==> src/rtl/i2c_rx_pkg.sv <==
// Shared types for the I2C receive acknowledge sequencer.
package i2c_rx_pkg;
    localparam int CFG_W = 5;

    // Control word as written through the register port, MSB first.
    typedef struct packed {
        logic now;     // issue the request without waiting for a byte
        logic start;   // request repeated START
        logic stop;    // request STOP
        logic pos;     // acknowledge setting applies to the following byte
        logic ack;     // acknowledge enable
    } cfg_t;
endpackage

==> src/rtl/i2c_rx_shifter.sv <==
// Bit assembler: counts accepted strobes, shifts data bits in MSB first
// and flags the acknowledge slot (the strobe after the last data bit).
// Assumes the caller drops en while stalled or idle; restart realigns the
// counter at the start of each read.
module i2c_rx_shifter #(
    parameter int DATA_W = 8
) (
    input  logic              clk,
    input  logic              rst_n,
    input  logic              en,
    input  logic              restart,
    input  logic              bit_stb,
    input  logic              bit_in,
    output logic              slot,
    output logic [DATA_W-1:0] shreg
);
    localparam int CNT_W = $clog2(DATA_W + 1);
    localparam logic [CNT_W-1:0] LAST = CNT_W'(DATA_W);

    logic [CNT_W-1:0] cnt;
    logic             take;

    assign take = en & bit_stb;
    assign slot = take & (cnt == LAST);

    // Bit position counter: wraps after the acknowledge slot.
    always_ff @(posedge clk) begin
        if (!rst_n) begin
            cnt <= '0;
        end else if (restart) begin
            cnt <= '0;
        end else if (take) begin
            cnt <= (cnt == LAST) ? '0 : cnt + CNT_W'(1);
        end
    end

    // Shift register: loads data bits only, keeps its byte otherwise.
    always_ff @(posedge clk) begin
        if (!rst_n) begin
            shreg <= '0;
        end else if (take && cnt != LAST) begin
            shreg <= {shreg[DATA_W-2:0], bit_in};
        end
    end
endmodule

==> src/rtl/i2c_rx_hold.sv <==
// Holding register and its occupancy flags. A completed byte goes to the
// holding register when free (or freed by a read in the same cycle),
// otherwise it is marked as waiting in the shift register.
// Assumes slot never coincides with a waiting byte (the bus is stalled).
module i2c_rx_hold #(
    parameter int DATA_W = 8
) (
    input  logic              clk,
    input  logic              rst_n,
    input  logic              slot,
    input  logic [DATA_W-1:0] byte_in,
    input  logic              dr_re,
    output logic [DATA_W-1:0] dr,
    output logic              dr_full,
    output logic              sh_full
);
    logic rd;

    assign rd = dr_re & dr_full;

    // Holding register and the two occupancy flags.
    always_ff @(posedge clk) begin
        if (!rst_n) begin
            dr      <= '0;
            dr_full <= 1'b0;
            sh_full <= 1'b0;
        end else if (rd && sh_full) begin
            dr      <= byte_in;
            sh_full <= 1'b0;
        end else if (slot) begin
            if (!dr_full || rd) begin
                dr      <= byte_in;
                dr_full <= 1'b1;
            end else begin
                sh_full <= 1'b1;
            end
        end else if (rd) begin
            dr_full <= 1'b0;
        end
    end
endmodule

==> src/rtl/i2c_rx_ctrl.sv <==
// Acknowledge and bus-condition control: holds the enable and position
// settings, the one-byte-ahead acknowledge latch, the pending STOP/START
// requests and the read-active state; drives registered output pulses.
// Assumes slot and btf come from the shifter and holding unit.
module i2c_rx_ctrl
    import i2c_rx_pkg::*;
(
    input  logic clk,
    input  logic rst_n,
    input  logic addr_done,
    input  logic cfg_we,
    input  cfg_t cfg_in,
    input  logic slot,
    input  logic btf,
    output logic ack_slot_q,
    output logic ack_bit_q,
    output logic cond_stop_q,
    output logic cond_start_q,
    output logic active,
    output logic ack_en,
    output logic pos
);
    logic cur_ack;
    logic stop_req;
    logic start_req;
    logic now_req;
    logic ack_value;
    logic issue;

    assign ack_value = pos ? cur_ack : ack_en;
    assign issue     = (stop_req | start_req) & (slot | btf | now_req);

    // Software settings: retained until the next control write.
    always_ff @(posedge clk) begin
        if (!rst_n) begin
            ack_en <= 1'b0;
            pos    <= 1'b0;
        end else if (cfg_we) begin
            ack_en <= cfg_in.ack;
            pos    <= cfg_in.pos;
        end
    end

    // Pending requests: cleared on issue, set by a write (write wins).
    always_ff @(posedge clk) begin
        if (!rst_n) begin
            stop_req  <= 1'b0;
            start_req <= 1'b0;
            now_req   <= 1'b0;
        end else begin
            if (issue) begin
                stop_req  <= 1'b0;
                start_req <= 1'b0;
                now_req   <= 1'b0;
            end
            if (cfg_we) begin
                if (cfg_in.stop)  stop_req  <= 1'b1;
                if (cfg_in.start) start_req <= 1'b1;
                if (cfg_in.now && (cfg_in.stop || cfg_in.start)) now_req <= 1'b1;
            end
        end
    end

    // Acknowledge for the following byte when the position control is set.
    always_ff @(posedge clk) begin
        if (!rst_n) begin
            cur_ack <= 1'b1;
        end else if (addr_done) begin
            cur_ack <= 1'b1;
        end else if (slot) begin
            cur_ack <= ack_en;
        end
    end

    // Read-active state: opened by the address phase, closed by a condition.
    always_ff @(posedge clk) begin
        if (!rst_n) begin
            active <= 1'b0;
        end else if (issue) begin
            active <= 1'b0;
        end else if (addr_done) begin
            active <= 1'b1;
        end
    end

    // Registered output pulses.
    always_ff @(posedge clk) begin
        if (!rst_n) begin
            ack_slot_q   <= 1'b0;
            ack_bit_q    <= 1'b0;
            cond_stop_q  <= 1'b0;
            cond_start_q <= 1'b0;
        end else begin
            ack_slot_q   <= slot;
            ack_bit_q    <= slot & ack_value;
            cond_stop_q  <= issue & stop_req;
            cond_start_q <= issue & ~stop_req & start_req;
        end
    end
endmodule

==> src/rtl/i2c_rx_ack_seq.sv <==
// Top of the I2C master receive acknowledge sequencer. Connects the bit
// assembler, the holding register and the acknowledge/condition control;
// the bus stalls (scl_hold) while a byte waits behind an unread one.
// Assumes bit_stb never arrives faster than one per cycle.
module i2c_rx_ack_seq
    import i2c_rx_pkg::*;
#(
    parameter int DATA_W = 8
) (
    input  logic              clk,
    input  logic              rst_n,
    input  logic              bit_stb,
    input  logic              bit_in,
    input  logic              addr_done,
    input  logic              cfg_we,
    input  logic [CFG_W-1:0]  cfg_wdata,
    input  logic              dr_re,
    output logic [DATA_W-1:0] rd_data,
    output logic              rxne,
    output logic              btf,
    output logic              scl_hold,
    output logic              ack_slot,
    output logic              ack_bit,
    output logic              cond_stop,
    output logic              cond_start,
    output logic              rx_active,
    output logic              cfg_ack_en,
    output logic              cfg_pos
);
    logic              slot;
    logic [DATA_W-1:0] shreg;
    logic              sh_en;
    cfg_t              cfg_in;

    assign cfg_in   = cfg_t'(cfg_wdata);
    assign sh_en    = rx_active & ~btf;
    assign scl_hold = btf;

    i2c_rx_shifter #(.DATA_W(DATA_W)) u_shift (
        .clk     (clk),
        .rst_n   (rst_n),
        .en      (sh_en),
        .restart (addr_done),
        .bit_stb (bit_stb),
        .bit_in  (bit_in),
        .slot    (slot),
        .shreg   (shreg)
    );

    i2c_rx_hold #(.DATA_W(DATA_W)) u_hold (
        .clk     (clk),
        .rst_n   (rst_n),
        .slot    (slot),
        .byte_in (shreg),
        .dr_re   (dr_re),
        .dr      (rd_data),
        .dr_full (rxne),
        .sh_full (btf)
    );

    i2c_rx_ctrl u_ctrl (
        .clk          (clk),
        .rst_n        (rst_n),
        .addr_done    (addr_done),
        .cfg_we       (cfg_we),
        .cfg_in       (cfg_in),
        .slot         (slot),
        .btf          (btf),
        .ack_slot_q   (ack_slot),
        .ack_bit_q    (ack_bit),
        .cond_stop_q  (cond_stop),
        .cond_start_q (cond_start),
        .active       (rx_active),
        .ack_en       (cfg_ack_en),
        .pos          (cfg_pos)
    );
endmodule

==> config.mk <==
export PLATFORM = sky130hd
export DESIGN_NAME = i2c_rx_ack_seq
export DESIGN_NICKNAME = d
export VERILOG_FILES = /design/src/rtl/i2c_rx_pkg.sv /design/src/rtl/i2c_rx_shifter.sv /design/src/rtl/i2c_rx_hold.sv /design/src/rtl/i2c_rx_ctrl.sv /design/src/rtl/i2c_rx_ack_seq.sv
export SDC_FILE = /design/constraint.sdc
export NUM_CORES = 1
export LEC_CHECK = 0
export BUFFER_PORTS_ARGS = -buffer_cell sky130_fd_sc_hd__buf_2
export CAP_MARGIN = 20
export CELL_PAD_IN_SITES_DETAIL_PLACEMENT = 1
export CELL_PAD_IN_SITES_GLOBAL_PLACEMENT = 1
export CORE_MARGIN = 1
export CORE_UTILIZATION = 36
export DETAILED_ROUTE_END_ITERATION = 16
export PLACE_DENSITY = 0.73
export SYNTH_ARGS = -nofsm -noshare
export SYNTH_HDL_FRONTEND = slang
export SYNTH_SLANG_ARGS = --single-unit
export TNS_END_PERCENT = 30
==> constraint.sdc <==
create_clock -name clk -period 1.6 [get_ports clk]
set_input_delay 0.16 -clock clk [delete_from_list [all_inputs] [get_ports clk]]
set_output_delay 0.16 -clock clk [all_outputs]
set_load 0.01 [all_outputs]
# [Word level (Yosys, flattened, before mapping)]
# Cells that the tools add are included.
# W data, S select, Z words.
[word_totals] out_inout_bits=18 inputBits=12 reg_bits=33
[classes] n_reduce_logical=15 add_sub_neg=1 n_bitwise=17 muxes=17 eq_ne=3
[ops] cell="$mux W8" n=3
[ops] cell="$mux W1" n=13
[ops] cell="$and A1 B1 Y1" n=9
[ops] cell="$reduce_bool A2 Y1" n=3
[ops] cell="$reduce_or A2 Y1" n=3
[ops] cell="$not A1 Y1" n=5
[ops] cell="$add A4 B1 Y4 const B" n=1
[ops] cell="$eq A4 B4 Y1 const B" n=1
[ops] cell="$mux W4" n=1
[ops] cell="$ne A4 B4 Y1 const B" n=1
[ops] cell="$reduce_and A2 Y1" n=2
[ops] cell="$logic_and A1 B1 Y1" n=3
[ops] cell="$or A1 B1 Y1" n=3
[ops] cell="$reduce_and A3 Y1" n=1
[ops] cell="$logic_or A1 B1 Y1" n=2
[ops] cell="$ne A2 B2 Y1 const B" n=1
[ops] cell="$logic_not A1 Y1" n=1

# [Longest topological paths before layout]
# Gate-level depths: netlist (run 1).
[logic_depth] ltp_word=10 mapped_depth=7 depth_no_buf=5

# [Modules after synthesis]
# A second synthesis (run 1) with hierarchy kept.
[unflattened] hier_cells=135 hier_area_um2=1356.3
[modules_own_cells] module="i2c_rx_shifter" cells_per_inst=55 seq_area_each_um2=240.2 instances=1 area_each_um2=525.5
[modules_own_cells] module="i2c_rx_hold" cells_per_inst=46 seq_area_each_um2=200.2 instances=1 area_each_um2=411.6
[modules_own_cells] module="i2c_rx_ctrl" cells_per_inst=32 seq_area_each_um2=220.2 instances=1 area_each_um2=397.9
[modules_own_cells] module="i2c_rx_ack_seq" cells_per_inst=2 seq_area_each_um2=0.0 instances=1 area_each_um2=21.3

# [Worst setup path after synthesis (run 1)]
# Ideal clock, no wire load.
[synth_path] kind="register to register" start="register u_shift.cnt[0]" end="register u_ctrl.active" setup_slack_ns=0.124 t_required_ns=1.542 path_buffers=1 synth_period_minus_slack_ns=1.476 t_arrival_ns=1.418 path_stages_with_launch=7 path_cell_list="dfxtp_1 inv_1 ha_1 and3b_1 buf_6 a311oi_4 o221a_2"
[synth_via] elab_chain_len=6
[synth_lines] element="from (decl)" line="i2c_rx_shifter.sv:20" text="logic [CNT_W-1:0] cnt;"
[synth_lines] element="from (signal assigned)" line="i2c_rx_shifter.sv:33" text="cnt <= (cnt == LAST) ? '0 : cnt + CNT_W'(1);"
[synth_lines] element="$eq A4 B4 Y1" line="i2c_rx_shifter.sv:24" text="assign slot = take & (cnt == LAST);"
[synth_lines] element="$and A1 B1 Y1" line="i2c_rx_shifter.sv:24"
[synth_lines] element="$or A1 B1 Y1 (2 in series)" line="i2c_rx_ctrl.sv:31" text="assign issue = (stop_req | start_req) & (slot | btf | now_req);"
[synth_lines] element="$and A1 B1 Y1" line="i2c_rx_ctrl.sv:31"
[synth_lines] element="$reduce_or A2 Y1 (no line)"
[synth_lines] element="to (signal assigned)" line="i2c_rx_ctrl.sv:78" text="active <= 1'b0;"
[synth_lines] element="to (signal assigned)" line="i2c_rx_ctrl.sv:80" text="active <= 1'b0;"
[synth_lines] element="to (signal assigned)" line="i2c_rx_ctrl.sv:82" text="active <= 1'b1;"
[synth_lines] element="to (decl)" line="i2c_rx_ctrl.sv:19" text="output logic active,"
# Every way passes these cells.
# A chain may end at the register's enable or synchronous reset.

# [Worst setup path in the final report (run 1)]
[layout_path] start="register u_shift.cnt[0]" end="register u_shift.shreg[5]"
[layout_via] elab_chain_len=2
[layout_lines] element="$ne A4 B4 Y1" line="i2c_rx_shifter.sv:41" text="end else if (take && cnt != LAST) begin"
[layout_lines] element="$logic_and A1 B1 Y1" line="i2c_rx_shifter.sv:41"
[layout_lines] element="to (signal assigned)" line="i2c_rx_shifter.sv:42" text="shreg <= {shreg[DATA_W-2:0], bit_in};"
[layout_lines] element="to (decl)" line="i2c_rx_shifter.sv:15" text="output logic [DATA_W-1:0] shreg"
# Every way passes these cells.

==> metrics.yaml, run 1 <==
grt_pass1_wl_um: 7327
tightestPinTransition_ns: 0.6424
grt_util_met3_pct: 5.000
min_to: "u_ctrl.pos"
regArea_um2: 660.6
final_util_pct: 45.88
finalNetCount: 225
area_growth_pct: 19.10
cts_buffers: 5
mappedNetlistArea_um2: 1585
min-delay-start: "cfg_wdata[1]"
cts_max_path_buffers: 2
netlist_instances: 182
start_util_pct: 38.52
seq_area_frac_synth_pct: 41.67
final.period_utilization_pct: 94.86
cts.sinks: 33
antenna_cells: 0
r2r_slack_ns: 0.08
whs_path_depth: 3
critPathLaunchType: "register"
root_buffer: "clkbuf_8"
drc: 0
synth_area_leaders: "dfxtp_1, nand3_1, nand4_1, nand4b_1, o2111ai_1"
cp.arrival_ns: 1.69
hpwl_um: 3186
finalSetupViolCount: 0
wire_per_inst_um: 17.82
synth.avg_cell_area_um2: 8.710
busiest_layer: "met2"
coreArea_um2: 4115
rows: 23
place_ws_ns: 0.09607
drv_slew: 0
synth.most_common_cell: "dfxtp_1"
grtUsageTotal_pct: 21.83
grt_max_degree: 29
r2r-start: "u_shift.cnt[0]"
slew_headroom_pct: 57.18
syn_nets: 196
hp-class: "primary input to register"
fill_cells: 515
min_period_ns: 1.518
htreeDepth: 2
synth_edf_count: 0
die_w_um: 68.36
grt_pass1_vias: 1522
clk_latency_ns: 0.29
critPathMaxFanout: 18
cts_hold_buf: 0
drv_cap: 0
netlist_top_cells_count: "dfxtp_1, nand3_1, nand4_1"
required_ns: 1.77
hold_viol: 0
status: "finished clean"
grt_antenna_before_repair: 0
power.total_mw: 1.591
clk_pin_slew_ns: 0.07
ir_drop_v: 0.0003316
setup_ws_ns: 0.08219
cp-end-kind: "register"
synth_top_area_share_pct: 41.67
wirelength_um: 4670
synth-seq-cells: 33
synth_cell_types: 32
yosys.area.top_type: "dfxtp_1"
multiInputGateArea_um2: 827.0
numPortBuffers: 29
num_vias: 1545
first_pass_iters: 4
setup.worst_path.start: "u_shift.cnt[0]"
finClkSkew_ns: 0.006269
cts_tree: "done"
critical_path_class: "register to register"
drive_above_1_share_pct: 23.11
use_met1_pct: 24.80
rr_worst_depth: 6
place.gp.congestion: 0.7590
die_h_um: 68.36
worstReg2RegEnd: "u_shift.shreg[5]"
async_flop_share_pct: 0
synth_warnings: 0
fmax_ghz: 0.6588
die-area_um2: 4673
overflow: 0
cellPowerDensity_nw_per_um2: 842.6
via_per_inst: 5.897
ant_nets: 0
power_leakage_nw: 0.7292
met2_usage_pct: 39.09
io_pins: 30
drt_iter0_drc: 114
synth_ff_type: "dfxtp_1"
==> sequential cells by signal (all words and copies together) (netlist names) <==
name                 count
u_hold.dr                8
u_shift.shreg            8
u_shift.cnt              4
u_ctrl.ack_bit_q         1
u_ctrl.ack_en            1
u_ctrl.ack_slot_q        1
u_ctrl.active            1
u_ctrl.cond_start_q      1
u_ctrl.cond_stop_q       1
u_ctrl.cur_ack           1
u_ctrl.now_req           1
u_ctrl.pos               1
u_ctrl.start_req         1
u_ctrl.stop_req          1
u_hold.dr_full           1
u_hold.sh_full           1
==> area by class of cell <==
cell class                 instances  area share [%]
sequential                        33           34.99
multi-input combinational        127           43.80
tap                               50           3.313
timing repair buffer              39           12.52
clock buffer                       6           3.844
clock inverter                     2          0.5302
inverter                           5          0.9940
==> report_power, final <==
| part | switching, mW | internal (mW) |
|---|---|---|
| Sequential | 0.0146 | 0.835 |
| Clock | 0.315 | 0.301 |
| Combinational | 0.0731 | 0.0524 |
| Total | 0.402 | 1.19 |
==> layout by cell type (no fill, tap or decap), drive strengths merged <==
cell type,count
nand3,22
and3,1
nand4,16
nor2,4
nor2b,2
o221a,1
nand2b,2
nor3,2
and2,9
inv,5
buf,39
nand2,9
nand4b,8
o31ai,2
mux2i,3
a21oi,4
clkinv,2
o21ai,14
and3b,2
clkbuf,6
dfxtp,33
o2111ai,8
a21boi,9
o211ai,1
nand3b,2
a311oi,1
or3,2
ha,2
a31oi,1
==> critical path, cell delays in order (launching register included) <==
cell      delay [ns]
dfxtp_1         0.37
inv_1           0.07
ha_1            0.21
and3b_1         0.22
buf_4           0.22
o21ai_0         0.18
a21boi_0        0.12
==> what timing repair did <==
action	CTS	global route
setup buffers	0	3
setup endpoints to repair	0	4
resized for setup	0	3
==> metal layers <==
metal,wire length (um),share of wire [%],vias up
met3,122,2.6,7
li1,-,-,734
met5,0,0,-
met1,2015,43,785
met4,62,1.3,0
met2,2469,53,19
==> cell families after synthesis <==
family / count (synthesis) / synth area share [%]
mux: 3 / 1.894
simple gates: 81 / 29.76
fa+ha+maj: 2 / 1.578
flops: 33 / 41.67
compound gates: 41 / 18.55
buf+inv: 22 / 6.551
==> stage by stage <==
stage                     setup TNS (ns)  hold WS (ns)  std cells  area, um^2
after floorplan                        0        0.2693        182        1585
after global placement                 0        0.4004        251        1773
after detailed placement               0        0.4287        251        1773
after CTS                              0        0.1319        259        1856
after global routing            -0.06182        0.1388        262        1888
final                                  0        0.1282        262        1888
==> worst max path at each step <==
stage	end	slack [ns]	cells after the start
detailed placement	u_hold.dr[1]	0.1	4
floorplan	u_ctrl.active	0.12	6
finish	u_shift.shreg[5]	0.08	6
CTS	u_hold.dr[1]	0.08	4
global placement	u_ctrl.active	0.17	5
global route	u_shift.shreg[3]	-0.04	6
(Power assumes the default switching activity.)
==> run 2, diff against run 1 <==
--- a/config.mk
+++ b/config.mk
@@ -10,9 +10,9 @@
 export CELL_PAD_IN_SITES_DETAIL_PLACEMENT = 1
 export CELL_PAD_IN_SITES_GLOBAL_PLACEMENT = 1
 export CORE_MARGIN = 1
-export CORE_UTILIZATION = 36
+export CORE_UTILIZATION = 25
 export DETAILED_ROUTE_END_ITERATION = 16
-export PLACE_DENSITY = 0.73
+export PLACE_DENSITY = 0.55
 export SYNTH_ARGS = -nofsm -noshare
 export SYNTH_HDL_FRONTEND = slang
 export SYNTH_SLANG_ARGS = --single-unit
==> metrics.yaml, run 2 (synthesized netlist as in run 1, its figures left out) <==
num_vias: 1485  # was 1545
cellPowerDensity_nw_per_um2: 824.7  # was 842.6 nW/um^2
slew_headroom_pct: 70.35  # was 57.18%
hold_viol: 0  # unchanged
cp-end-kind: "register"  # unchanged
root_buffer: "clkbuf_8"  # unchanged
place.gp.congestion: 0.7103  # was 0.7590
critPathMaxFanout: 4  # was 18
design_area_um2: 1939  # was 1888 um^2
p_clk_share_pct: 39.1  # was 38.7%
fmax_ghz: 0.6806  # was 0.6588 GHz
grt_pass1_wl_um: 7458  # was 7327 um
wirelength_um: 4452  # was 4670 um
drv_cap: 0  # unchanged
power_switching_mw: 0.4089  # was 0.4024 mW
coreArea_um2: 6026  # was 4115 um^2
drv_slew: 0  # unchanged
finClkSkew_ns: 0.01184  # was 0.006269 ns
cts_hold_buf: 0  # unchanged
hp-class: "primary input to register"  # unchanged
rsz0062_at_grt: "false"
cts_max_path_buffers: 2  # unchanged
grt_max_degree: 25  # was 29
cts_setup_buffers: 0  # unchanged
grt_antenna_before_repair: 0  # unchanged
cts_buffers: 5  # unchanged
drc: 0  # unchanged
htreeDepth: 2  # unchanged
p_seq_share_pct: 52.8  # was 53.4%
hpwl_um: 3080  # was 3186 um
io_pins: 30  # unchanged
grtUsageTotal_pct: 14.94  # was 21.83%
status: "finished clean"  # unchanged
start_util_pct: 26.31  # was 38.52%
drt_iter0_drc: 76  # was 114
swShare_pct: 25.57  # was 25.29%
min_period_ns: 1.469  # was 1.518 ns
required_ns: 1.84  # was 1.77 ns
cts_tree: "done"  # unchanged
die_h_um: 81.63  # was 68.36 um
finalSetupViolCount: 0  # unchanged
r2r-start: "u_shift.cnt[0]"  # unchanged
setup.worst_path.start: "u_shift.cnt[0]"  # unchanged
tightestPinTransition_ns: 0.4401  # was 0.6424 ns
ant_nets: 0  # unchanged
area_growth_pct: 22.34  # was 19.10%
power_frac_comb_pct: 8.1  # was 7.9%
fin_tns_setup_ns: 0  # unchanged
mostFrequentLayoutCells: "dfxtp_1, buf_2, nand3_1"  # unchanged
placed_area_um2: 1857  # was 1773 um^2
final.period_utilization_pct: 91.83  # was 94.86%
final_common_cell: "dfxtp_1"  # unchanged
via_per_inst: 5.103  # was 5.897
cp.arrival_ns: 1.71  # was 1.69 ns
finalNetCount: 229  # was 225
grt_pass1_vias: 1502  # was 1522
post_cts_resized: 0  # unchanged
critical_path_class: "register to register"  # unchanged
clk_latency_ns: 0.29  # about the same
die_w_um: 81.63  # was 68.36 um
rows: 28  # was 23
wire_per_inst_um: 15.30  # was 17.82 um
power.total_mw: 1.599  # was 1.591 mW
power_leakage_nw: 0.7475  # was 0.7292 nW
cts.sinks: 33  # unchanged
overflow: 0  # unchanged
reg_top3: "u_hold.dr (8), u_shift.shreg (8), u_shift.cnt (4)"  # unchanged
numPortBuffers: 29  # unchanged
min-delay-start: "cfg_wdata[2]"  # was cfg_wdata[1]
antenna_cells: 0  # unchanged
final_util_pct: 32.18  # was 45.88%
p_int_mw: 1.191  # was 1.188 mW
die-area_um2: 6663  # was 4673 um^2
drive_above_1_share_pct: 24.07  # was 23.11%
ir_drop_v: 0.0003299  # was 0.0003316 V
critPathLaunchType: "register"  # unchanged
clk_pin_slew_ns: 0.07  # about the same
first_pass_iters: 4  # unchanged
==> run 2: cell types whose count changed in the layout (fill, tap and decap cells not counted) <==
cell	before	now
o2111ai_1	7	8
o21ai_0	13	14
o2111ai_2	1	0
buf_4	8	13
buf_6	1	0
o21ai_1	1	0
==> run 2: worst paths after layout <==
| check | cells after the start | slack, ns | end |
|---|---|---|---|
| hold / removal | 3 | 0.12 | u_ctrl.stop_req |
| setup reg to reg | 5 | 0.13 | u_ctrl.active |
| setup / recovery | 5 | 0.13 | u_ctrl.active |
| hold reg to reg | 1 | 0.46 | u_ctrl.cond_start_q |
==> run 2: final cells by class <==
cell class	count	area (um^2)
clock buffers	6	72.57
flip-flops and latches	33	660.6
well taps	75	93.84
multi-input cells	127	820.8
repair buffers	43	262.8
clock inverters	2	10.01
inverters	5	18.77
fillers	727	4086
==> run 2: worst max-delay path: stages (launching register included) <==
cell      delay, ns
dfxtp_1        0.33
inv_1          0.06
ha_1           0.20
and3b_1        0.24
a311oi_4       0.35
o221a_2        0.24
==> run 2: through the flow <==
| step | setup slack [ns] | hold slack [ns] | std cells |
|---|---|---|---|
| CTS | 0.1286 | 0.1227 | 291 |
| global placement | 0.1931 | 0.4158 | 283 |
| global route | 0.006343 | 0.1298 | 291 |
| floorplan | 0.1239 | 0.2693 | 182 |
| detailed placement | 0.1626 | 0.4245 | 283 |
| finish | 0.1307 | 0.1228 | 291 |
==> run 2: power by group through the flow <==
stage	logic, mW	registers (mW)	clock network, mW
after floorplan	0.0632	0.867	0
after global placement	0.129	0.864	0
after detailed placement	0.129	0.864	0
after CTS	0.130	0.845	0.647
after global routing	0.141	0.846	0.680
final	0.129	0.845	0.626
==> run 2: layer usage <==
layer	global-route usage, %	up-vias	wire, um
li1	-	746	-
met1	19.21	717	2211
met2	24.42	16	2064
met3	3.000	6	99
met4	5.789	0	78
met5	0	-	0
==> run 3, diff against run 2 <==
--- a/config.mk
+++ b/config.mk
@@ -5,6 +5,7 @@
 export SDC_FILE = /design/constraint.sdc
 export NUM_CORES = 1
 export LEC_CHECK = 0
+export ABC_AREA = 1
 export BUFFER_PORTS_ARGS = -buffer_cell sky130_fd_sc_hd__buf_2
 export CAP_MARGIN = 20
 export CELL_PAD_IN_SITES_DETAIL_PLACEMENT = 1
@@ -12,7 +13,7 @@
 export CORE_MARGIN = 1
 export CORE_UTILIZATION = 25
 export DETAILED_ROUTE_END_ITERATION = 16
-export PLACE_DENSITY = 0.55
+export PLACE_DENSITY = 0.57
 export SYNTH_ARGS = -nofsm -noshare
 export SYNTH_HDL_FRONTEND = slang
 export SYNTH_SLANG_ARGS = --single-unit
==> metrics.yaml, run 3 <==
antenna_cells: 0  # unchanged
drive_above_1_share_pct: 24.29  # was 24.07%
rows: 26  # was 28
reg_top3: "u_hold.dr (8), u_shift.shreg (8), u_shift.cnt (4)"  # unchanged
wirelength_um: 3047  # was 4452 um
synth.most_common_cell: "dfxtp_1"  # unchanged
cts_max_path_buffers: 2  # unchanged
clk_pin_slew_ns: 0.07  # about the same
drc: 0  # unchanged
io_pins: 30  # unchanged
cts_tree: "done"  # unchanged
via_per_inst: 4.257  # was 5.103
coreArea_um2: 5172  # was 6026 um^2
r2r_slack_ns: 0.16  # was 0.13 ns
overflow: 0  # unchanged
drv_cap: 0  # unchanged
status: "finished clean"  # unchanged
place_ws_ns: 0.1497  # was 0.1626 ns
final.period_utilization_pct: 89.77  # was 91.83%
synth_cell_types: 23  # was 32
critPathMaxFanout: 16  # was 4
cellPowerDensity_nw_per_um2: 988.3  # was 824.7 nW/um^2
post_cts_resized: 0  # unchanged
critPathLaunchType: "register"  # unchanged
setup.worst_path.start: "u_shift.cnt[0]"  # unchanged
cts_buffers: 5  # unchanged
synth_ff_type: "dfxtp_1"  # unchanged
grtUsageTotal_pct: 11.57  # was 14.94%
htreeDepth: 2  # unchanged
rsz0062_at_grt: "false"  # unchanged
drv_slew: 0  # unchanged
final_common_cell: "dfxtp_1"  # unchanged
fin_tns_setup_ns: 0  # unchanged
r2r-start: "u_shift.cnt[0]"  # unchanged
synth_edf_count: 0  # unchanged
mappedNetlistArea_um2: 1364  # was 1585 um^2
hp-class: "primary input to register"  # unchanged
drt_iter0_drc: 29  # was 76
die_h_um: 75.86  # was 81.63 um
synth_top_area_share_pct: 48.44  # was 41.67%
netlist_instances: 176  # was 182
worstReg2RegEnd: "u_hold.dr[4]"  # was u_ctrl.active
die-area_um2: 5755  # was 6663 um^2
finClkSkew_ns: 0.005149  # was 0.01184 ns
grt_antenna_before_repair: 0  # unchanged
crit_path_max_incr_delay_ns: 0.31  # was 0.35 ns
ir_drop_v: 0.0002774  # was 0.0003299 V
netlist_top_cells_count: "dfxtp_1, nor2_1, nand2_1"  # was dfxtp_1, nand3_1, nand4_1
cts_setup_buffers: 0  # unchanged
cp.arrival_ns: 1.61  # was 1.71 ns
critical_path_class: "register to register"  # unchanged
die_w_um: 75.86  # was 81.63 um
first_pass_iters: 4  # unchanged
cts_hold_buf: 0  # unchanged
setup_ws_ns: 0.1636  # was 0.1307 ns
power_leakage_nw: 0.8175  # was 0.7475 nW
synth-seq-cells: 33  # unchanged
place.gp.congestion: 0.6747  # was 0.7103
cp_cell_sequence: "inv_1 -> ha_1 -> nand2_1 -> nor2_4 -> nand3_4 -> a21oi_1 -> nor2_1"  # was inv_1 -> ha_1 -> and3b_1 -> a311oi_4 -> o221a_2
num_vias: 1192  # was 1485
grt_pass1_wl_um: 4836  # was 7458 um
hpwl_um: 2229  # was 3080 um
grt_max_degree: 24  # was 25
seq_area_frac_synth_pct: 48.44  # was 41.67%
ant_nets: 0  # unchanged
mostFrequentLayoutCells: "dfxtp_1, nor2_1, buf_2"  # was dfxtp_1, buf_2, nand3_1
numPortBuffers: 29  # unchanged
cp-end-kind: "register"  # unchanged
grt_pass1_vias: 1007  # was 1502
crit_path_end: "u_hold.dr[4]"  # was u_ctrl.active
async_flop_share_pct: 0  # unchanged
root_buffer: "clkbuf_8"  # unchanged
fmax_ghz: 0.6962  # was 0.6806 GHz
start_util_pct: 26.37  # was 26.31%
yosys.area.top_type: "dfxtp_1"  # unchanged
synth.avg_cell_area_um2: 7.749  # was 8.710 um^2
synth_area_leaders: "dfxtp_1, nor2_1, nand2_1, a21oi_1, o21ai_0"  # was dfxtp_1, nand3_1, nand4_1, nand4b_1, o2111ai_1
min_period_ns: 1.436  # was 1.469 ns
area_growth_pct: 23.21  # was 22.34%
finalNetCount: 223  # was 229
rr_worst_depth: 7  # was 5
slowest_stage: "dfxtp_1"  # was a311oi_4
clk_latency_ns: 0.28  # was 0.29 ns
synth_warnings: 0  # unchanged
hold_viol: 0  # unchanged
required_ns: 1.77  # was 1.84 ns
tightestPinTransition_ns: 0.2729  # was 0.4401 ns
wire_per_inst_um: 10.88  # was 15.30 um
slew_headroom_pct: 81.78  # was 70.35%
finalSetupViolCount: 0  # unchanged
cts.sinks: 33  # unchanged
syn_nets: 190  # was 196
run 3: critical path: cells and delay by family (launching register included):
family / cells / cell delay [ns]
buffers and inverters: 1 / 0.11
adder cells (fa/ha/maj): 1 / 0.16
AND/OR/NAND/NOR: 4 / 0.55
flip-flops: 1 / 0.31
AO/OA/AOI/OAI: 1 / 0.20
run 3: worst min path at each step:
| stage | from | to | slack (ns) | cells past startpoint |
|---|---|---|---|---|
| after floorplan | addr_done | u_ctrl.cur_ack | 0.28 | 2 |
| after global placement | bit_in | u_shift.shreg[0] | 0.39 | 3 |
| after detailed placement | bit_in | u_shift.shreg[0] | 0.39 | 3 |
| after CTS | cfg_wdata[0] | u_ctrl.ack_en | 0.09 | 3 |
| after global routing | cfg_wdata[0] | u_ctrl.ack_en | 0.11 | 3 |
| final | bit_in | u_shift.shreg[0] | 0.1 | 3 |
run 3: final cells by class:
type / instances / area (um^2)
fillers: 652 / 3492
flip-flops and latches: 33 / 660.6
multi-input cells: 117 / 591.8
repair buffers: 31 / 160.2
clock buffers: 7 / 96.34
well taps: 70 / 87.58
inverters: 21 / 78.83
clock inverters: 1 / 5.005
run 3: cells by family (layout without fill, tap and decap cells):
group / Yosys count / after routing / synth area share [%]
adder cells (fa/ha/maj): 2 / 2 / 1.835
AO/OA/AOI/OAI: 33 / 33 / 12.39
flip-flops: 33 / 33 / 48.44
multiplexers: 1 / 1 / 0.7340
buffers and inverters: 26 / 60 / 8.165
AND/OR/NAND/NOR: 81 / 81 / 28.44
run 3: power by group:
group | internal (mW) | total [mW] | switching (mW)
Combinational | 0.0414 | 0.107 | 0.0658
Clock | 0.389 | 0.685 | 0.296
Sequential | 0.848 | 0.869 | 0.0209
run 3: stage by stage:
stage | power, mW | hold slack [ns] | utilization [%] | instances | area [um^2]
finish | 1.661 | 0.09943 | 32.49 | 280 | 1680
global route | 1.748 | 0.1084 | 32.49 | 280 | 1680
CTS | 1.705 | 0.08756 | 32.49 | 280 | 1680
detailed placement | 0.9971 | 0.3919 | 30.53 | 272 | 1579
global placement | 0.9958 | 0.3880 | 30.53 | 272 | 1579
floorplan | 0.9496 | 0.2813 | - | 176 | 1364
run 3: per-layer routing:
layer / GRT usage, % / share of wire (%)
met5: 0 / 0
met4: 5.556 / 1.7
met3: 4.233 / 4.4
met2: 15.63 / 42
met1: 16.05 / 52
